[config.mk]
export PLATFORM = sky130hd
export DESIGN_NAME = i2c_bus_unstick
export DESIGN_NICKNAME = d
export VERILOG_FILES = /design/src/rtl/unstick_pkg.sv /design/src/rtl/unstick_sync.sv /design/src/rtl/unstick_timer.sv /design/src/rtl/i2c_bus_unstick.sv
export SDC_FILE = /design/constraint.sdc
export NUM_CORES = 1
export LEC_CHECK = 0
export ABC_AREA = 1
export BUFFER_PORTS_ARGS = -buffer_cell sky130_fd_sc_hd__buf_2
export CORE_UTILIZATION = 40
export CTS_CLUSTER_SIZE = 24
export DETAILED_ROUTE_END_ITERATION = 7
export GPL_ROUTABILITY_DRIVEN = 0
export PLACE_DENSITY = 0.6
export SYNTH_ARGS = -nofsm -noshare
export SYNTH_HDL_FRONTEND = slang
export SYNTH_HIERARCHICAL = 1
export SYNTH_SLANG_ARGS = --single-unit
[constraint.sdc]
create_clock -name clk -period 2.85 [get_ports clk]
set_input_delay 0.285 -clock clk [delete_from_list [all_inputs] [get_ports clk]]
set_output_delay 0.285 -clock clk [all_outputs]
set_load 0.01 [all_outputs]
[src/rtl/unstick_pkg.sv]
package unstick_pkg;
    typedef enum logic [2:0] {
        ST_IDLE,
        ST_RELEASE,
        ST_CHECK,
        ST_LOW,
        ST_RISE,
        ST_SETTLE
    } rec_state_e;
endpackage

[src/rtl/unstick_sync.sv]
module unstick_sync #(
    parameter int LINES  = 2,
    parameter int STAGES = 2
) (
    input  logic             clk,
    input  logic             rst_n,
    input  logic [LINES-1:0] async_i,
    output logic [LINES-1:0] sync_o
);
    for (genvar g = 0; g < LINES; g++) begin : g_line
        logic [STAGES-1:0] chain_q;
        always_ff @(posedge clk or negedge rst_n) begin
            if (!rst_n) chain_q <= '1;
            else        chain_q <= {chain_q[STAGES-2:0], async_i[g]};
        end
        assign sync_o[g] = chain_q[STAGES-1];
    end
endmodule

[src/rtl/unstick_timer.sv]
module unstick_timer #(
    parameter int W = 10
) (
    input  logic         clk,
    input  logic         rst_n,
    input  logic         tick_i,
    input  logic         load_i,
    input  logic [W-1:0] load_val_i,
    output logic         expired_o
);
    logic [W-1:0] cnt_d, cnt_q;

    always_comb begin
        cnt_d = cnt_q;
        if (load_i)                    cnt_d = load_val_i;
        else if (tick_i && cnt_q != 0) cnt_d = cnt_q - 1'b1;
    end

    always_ff @(posedge clk or negedge rst_n) begin
        if (!rst_n) cnt_q <= '0;
        else        cnt_q <= cnt_d;
    end

    assign expired_o = (cnt_q == '0);
endmodule

[src/rtl/i2c_bus_unstick.sv]
module i2c_bus_unstick
    import unstick_pkg::*;
#(
    parameter int MAX_PULSES  = 9,
    parameter int LOW_US      = 2,
    parameter int SETTLE_US   = 2,
    parameter int STRETCH_US  = 1000,
    parameter int SYNC_STAGES = 2
) (
    input  logic clk,
    input  logic rst_n,
    input  logic us_tick,
    input  logic start_i,
    input  logic scl_i,
    input  logic sda_i,
    output logic scl_pull_o,
    output logic done_o,
    output logic ok_o,
    output logic err_o
);
    localparam int CNT_W   = $clog2(MAX_PULSES + 1);
    localparam int LONGEST = (STRETCH_US > LOW_US)
                           ? ((STRETCH_US > SETTLE_US) ? STRETCH_US : SETTLE_US)
                           : ((LOW_US > SETTLE_US) ? LOW_US : SETTLE_US);
    localparam int TMR_W   = $clog2(LONGEST + 1);

    typedef struct packed {
        rec_state_e       st;
        logic [CNT_W-1:0] pulses;
        logic             pull;
        logic             done;
        logic             ok;
        logic             err;
    } ctl_t;

    ctl_t ctl_d, ctl_q;

    logic [1:0]       lines_s;
    logic             scl_s, sda_s;
    logic             tmr_load, tmr_exp;
    logic [TMR_W-1:0] tmr_val;

    unstick_sync #(.LINES(2), .STAGES(SYNC_STAGES)) sync_i (
        .clk     (clk),
        .rst_n   (rst_n),
        .async_i ({sda_i, scl_i}),
        .sync_o  (lines_s)
    );
    assign scl_s = lines_s[0];
    assign sda_s = lines_s[1];

    unstick_timer #(.W(TMR_W)) timer_i (
        .clk        (clk),
        .rst_n      (rst_n),
        .tick_i     (us_tick),
        .load_i     (tmr_load),
        .load_val_i (tmr_val),
        .expired_o  (tmr_exp)
    );

    always_comb begin
        ctl_d    = ctl_q;
        ctl_d.done = 1'b0;
        tmr_load = 1'b0;
        tmr_val  = '0;
        unique case (ctl_q.st)
            ST_IDLE: begin
                if (start_i) begin
                    ctl_d.st     = ST_RELEASE;
                    ctl_d.ok     = 1'b0;
                    ctl_d.err    = 1'b0;
                    ctl_d.pulses = '0;
                    ctl_d.pull   = 1'b0;
                    tmr_load     = 1'b1;
                    tmr_val      = TMR_W'(SETTLE_US);
                end
            end
            ST_RELEASE: begin
                if (tmr_exp) begin
                    if (!scl_s) begin
                        ctl_d.st   = ST_IDLE;
                        ctl_d.err  = 1'b1;
                        ctl_d.done = 1'b1;
                    end else begin
                        ctl_d.st = ST_CHECK;
                    end
                end
            end
            ST_CHECK: begin
                if (sda_s) begin
                    ctl_d.st   = ST_IDLE;
                    ctl_d.ok   = 1'b1;
                    ctl_d.done = 1'b1;
                end else if (ctl_q.pulses == CNT_W'(MAX_PULSES)) begin
                    ctl_d.st   = ST_IDLE;
                    ctl_d.err  = 1'b1;
                    ctl_d.done = 1'b1;
                end else begin
                    ctl_d.st     = ST_LOW;
                    ctl_d.pull   = 1'b1;
                    ctl_d.pulses = ctl_q.pulses + 1'b1;
                    tmr_load     = 1'b1;
                    tmr_val      = TMR_W'(LOW_US);
                end
            end
            ST_LOW: begin
                if (tmr_exp) begin
                    ctl_d.st   = ST_RISE;
                    ctl_d.pull = 1'b0;
                    tmr_load   = 1'b1;
                    tmr_val    = TMR_W'(STRETCH_US);
                end
            end
            ST_RISE: begin
                if (scl_s) begin
                    ctl_d.st = ST_SETTLE;
                    tmr_load = 1'b1;
                    tmr_val  = TMR_W'(SETTLE_US);
                end else if (tmr_exp) begin
                    ctl_d.st   = ST_IDLE;
                    ctl_d.err  = 1'b1;
                    ctl_d.done = 1'b1;
                end
            end
            ST_SETTLE: begin
                if (tmr_exp) ctl_d.st = ST_CHECK;
            end
            default: ctl_d.st = ST_IDLE;
        endcase
    end

    always_ff @(posedge clk or negedge rst_n) begin
        if (!rst_n) begin
            ctl_q.st     <= ST_IDLE;
            ctl_q.pulses <= '0;
            ctl_q.pull   <= 1'b0;
            ctl_q.done   <= 1'b0;
            ctl_q.ok     <= 1'b0;
            ctl_q.err    <= 1'b0;
        end else begin
            ctl_q <= ctl_d;
        end
    end

    assign scl_pull_o = ctl_q.pull;
    assign done_o     = ctl_q.done;
    assign ok_o       = ctl_q.ok;
    assign err_o      = ctl_q.err;
endmodule

==> metrics <==
FMAX 406.7 MHz; CP Launch Type register; RR Startpoint timer_i/cnt_q[0]; Root Driver clkbuf_8; final net count 246; Least-Margin Pin Slew 0.5743 ns; Hold Fails Final Rpt 6; Worst EP arrival 2.63 ns; cells after synthesis 225; Pwr Density 1054 nW/um^2; post-DR wirelength/cell 11.28 microns; largest net degree at the start of global routing 26; PostCTS Resize Cnt 0; Distinct cells, synth 29; CTS buffer count 3; first-pass GRT wire length 5485 microns; Critical-path top delay cell dfrtp_1; initial antenna violation count 0; R2R Path End timer_i/cnt_q[5]; Via density 4.845; DRC Markers 0; layout cells sized above 1 19.07%; GRT Util Overall 16.78%; hold buffer count at CTS 0; setup TNS 0 ns; grt peak-use layer met2; Fill cells 384; crit path time final 2.459 ns; Ports 10; vias in the first global route 1227; die footprint 4335 sq um; maximum vdd drop 0.3118 mV; sequential fraction of the synthesis area 38.68%; CTS H-tree depth 1; async set-reset flop share out of synthesis 100.0%; Max-slew headroom 61.71%; final wirelength 3203 microns; Max Slew Vio Count 0; Req. time, crit path 3.02 ns; Pleak 0.0009438 uW; dominant cell type by area after synthesis dfrtp_1; Site Rows 22; TritonRoute pass-1 iters 4; final hold slack -0.008272 ns; Worst path max stage delay 0.39 ns; Mean Syn Cell Area 7.246 sq um; routing usage on met2 26.91%; crit path cell chain inv_1 > ha_1 > nand3_1 > nor3_1 > inv_1 > o21ai_0 > inv_1 > nand3_1 > clkinv_1 > nand2_4 > inv_1 > nand2_1 > nand2_1; global route overflow 0; crit end category register; die extent in x 65.84 microns; ys flop type dfrtp_1; Max Buffers Root-to-Sink 2; met1 Use GR 23.43%; HP Class primary input to async pin; Post-DRT Antenna Nets 0; core footprint 3771 sq um; CTS sink count 25; CTS tree done; YS warnings 6; clk_skew 0.006091 ns; synth top area cells dfrtp_1, nand2_1, nand3_1, dfstp_2, inv_1; Crit Path Class register to register; worst r2r path cells 13; crit path max fanout 15; Final setup viols 0; max-cap violation count 0; reg2reg setup slack 0.39 ns; die height 65.84 microns; Clock Latency Late Sink 0.27 ns; final HPWL from detailed placement 2433 microns; Top cell by count, worst path inv_1; n_diodes 0; RSZ-0062 raised after global routing false; Layout area overhead 7.828%; Final Cycle Share 86.28%; register bit count reported by yosys 25; Initial Utilization 43.23%; number of synthesized flops with an enable pin 0; Mapped Area 1630 sq um; status complete, but fails checks; setup bufs post-CTS 0; clk slew on worst S/H paths 0.10 ns; failing checks negative hold slack; grt met3 use 2.586%; port buffer count 9; starting DRC count in detailed routing 87; DR vias 1376; Synth top area share 32.23%
flip-flops by register name, summed over array words and instances (netlist names):
signal,count
sync_i/g_line.chain_q,4
done_o,1
scl_pull_o,1
ctl_q,7
err_o,1
ok_o,1
timer_i/cnt_q,10
synth_stat cells, types with 4 or more instances:
master and number:
dfrtp_1 21, dfstp_2 4, inv_1 25, inv_2 5, nand2_1 69, nand2_2 7, nand3_1 25, nand3b_1 4
nand4_1 4, nor2_1 17, nor2_2 4, o21ai_0 9, o21ai_2 6
how the worst max path moves through the flow:
stage	to	startpoint
final	timer_i/cnt_q[5]	timer_i/cnt_q[0]
after global routing	timer_i/cnt_q[8]	timer_i/cnt_q[0]
after CTS	timer_i/cnt_q[5]	timer_i/cnt_q[0]
after detailed placement	timer_i/cnt_q[5]	timer_i/cnt_q[0]
after global placement	timer_i/cnt_q[8]	timer_i/cnt_q[0]
after floorplan	timer_i/cnt_q[3]	timer_i/cnt_q[0]
kinds of logic (layout without fill, tap and decap cells):
kind of cell	after synthesis	after routing	synth area share (%)
simple gates	137	137	40.14
compound gates	23	23	8.979
fa+ha+maj	3	3	2.303
flops	25	25	38.68
other cells	1	3	0.2300
buf+inv	36	45	9.669
cell type report:
class                      instances  area [sq um]  share of cell area [%]
multi-input combinational        166         849.6                   48.33
inverter                          31         116.4                   6.619
clock inverter                     1         7.507                  0.4270
sequential                        25         630.6                   35.87
tap                               48         60.06                   3.416
clock buffer                       3         41.29                   2.349
timing repair buffer              10         52.55                   2.989
through the flow:
stage	instances	power (uW)	cell area (sq um)	utilization, %	setup WS (ns)
2_1_floorplan	227	1433	1638	-	0.6777
3_3_place_gp	280	1625	1709	45.32	0.4786
3_5_place_dp	280	1639	1709	45.32	0.3715
4_1_cts	284	1866	1758	46.62	0.3441
5_1_grt	284	2053	1758	46.62	0.01677
6_report	284	1853	1758	46.62	0.3911
worst max-delay path: cells and delay by family (launching register included):
| family | cells | cell delay [ns] |
|---|---|---|
| AO/OA/AOI/OAI | 1 | 0.19 |
| adder cells (fa/ha/maj) | 1 | 0.26 |
| buffers and inverters | 5 | 0.69 |
| flip-flops | 1 | 0.39 |
| AND/OR/NAND/NOR | 6 | 0.83 |
layout by cell type, fill, tap and decap left out, drive strengths merged, types with 2 or more instances in the layout:
cell,Yosys,routed
nand2,79,79
inv,30,30
nand3,26,26
nor2,22,22
dfrtp,21,21
o21ai,18,18
buf,4,10
nand4,4,4
nand3b,4,4
dfstp,4,4
ha,3,3
clkbuf,1,3
conb,1,3
a21oi,2,2
metal layers:
metal	vias up	wire length (microns)
met2	27	1399
met4	0	21
li1	730	-
met1	617	1670
met5	-	0
met3	2	112
power by group:
group,switching (uW),leakage (uW),internal (uW)
combinational,663,0.000603,363
clock,122,0.0000217,99.2
sequential,132,0.000319,473
(Power assumes the default switching activity.)
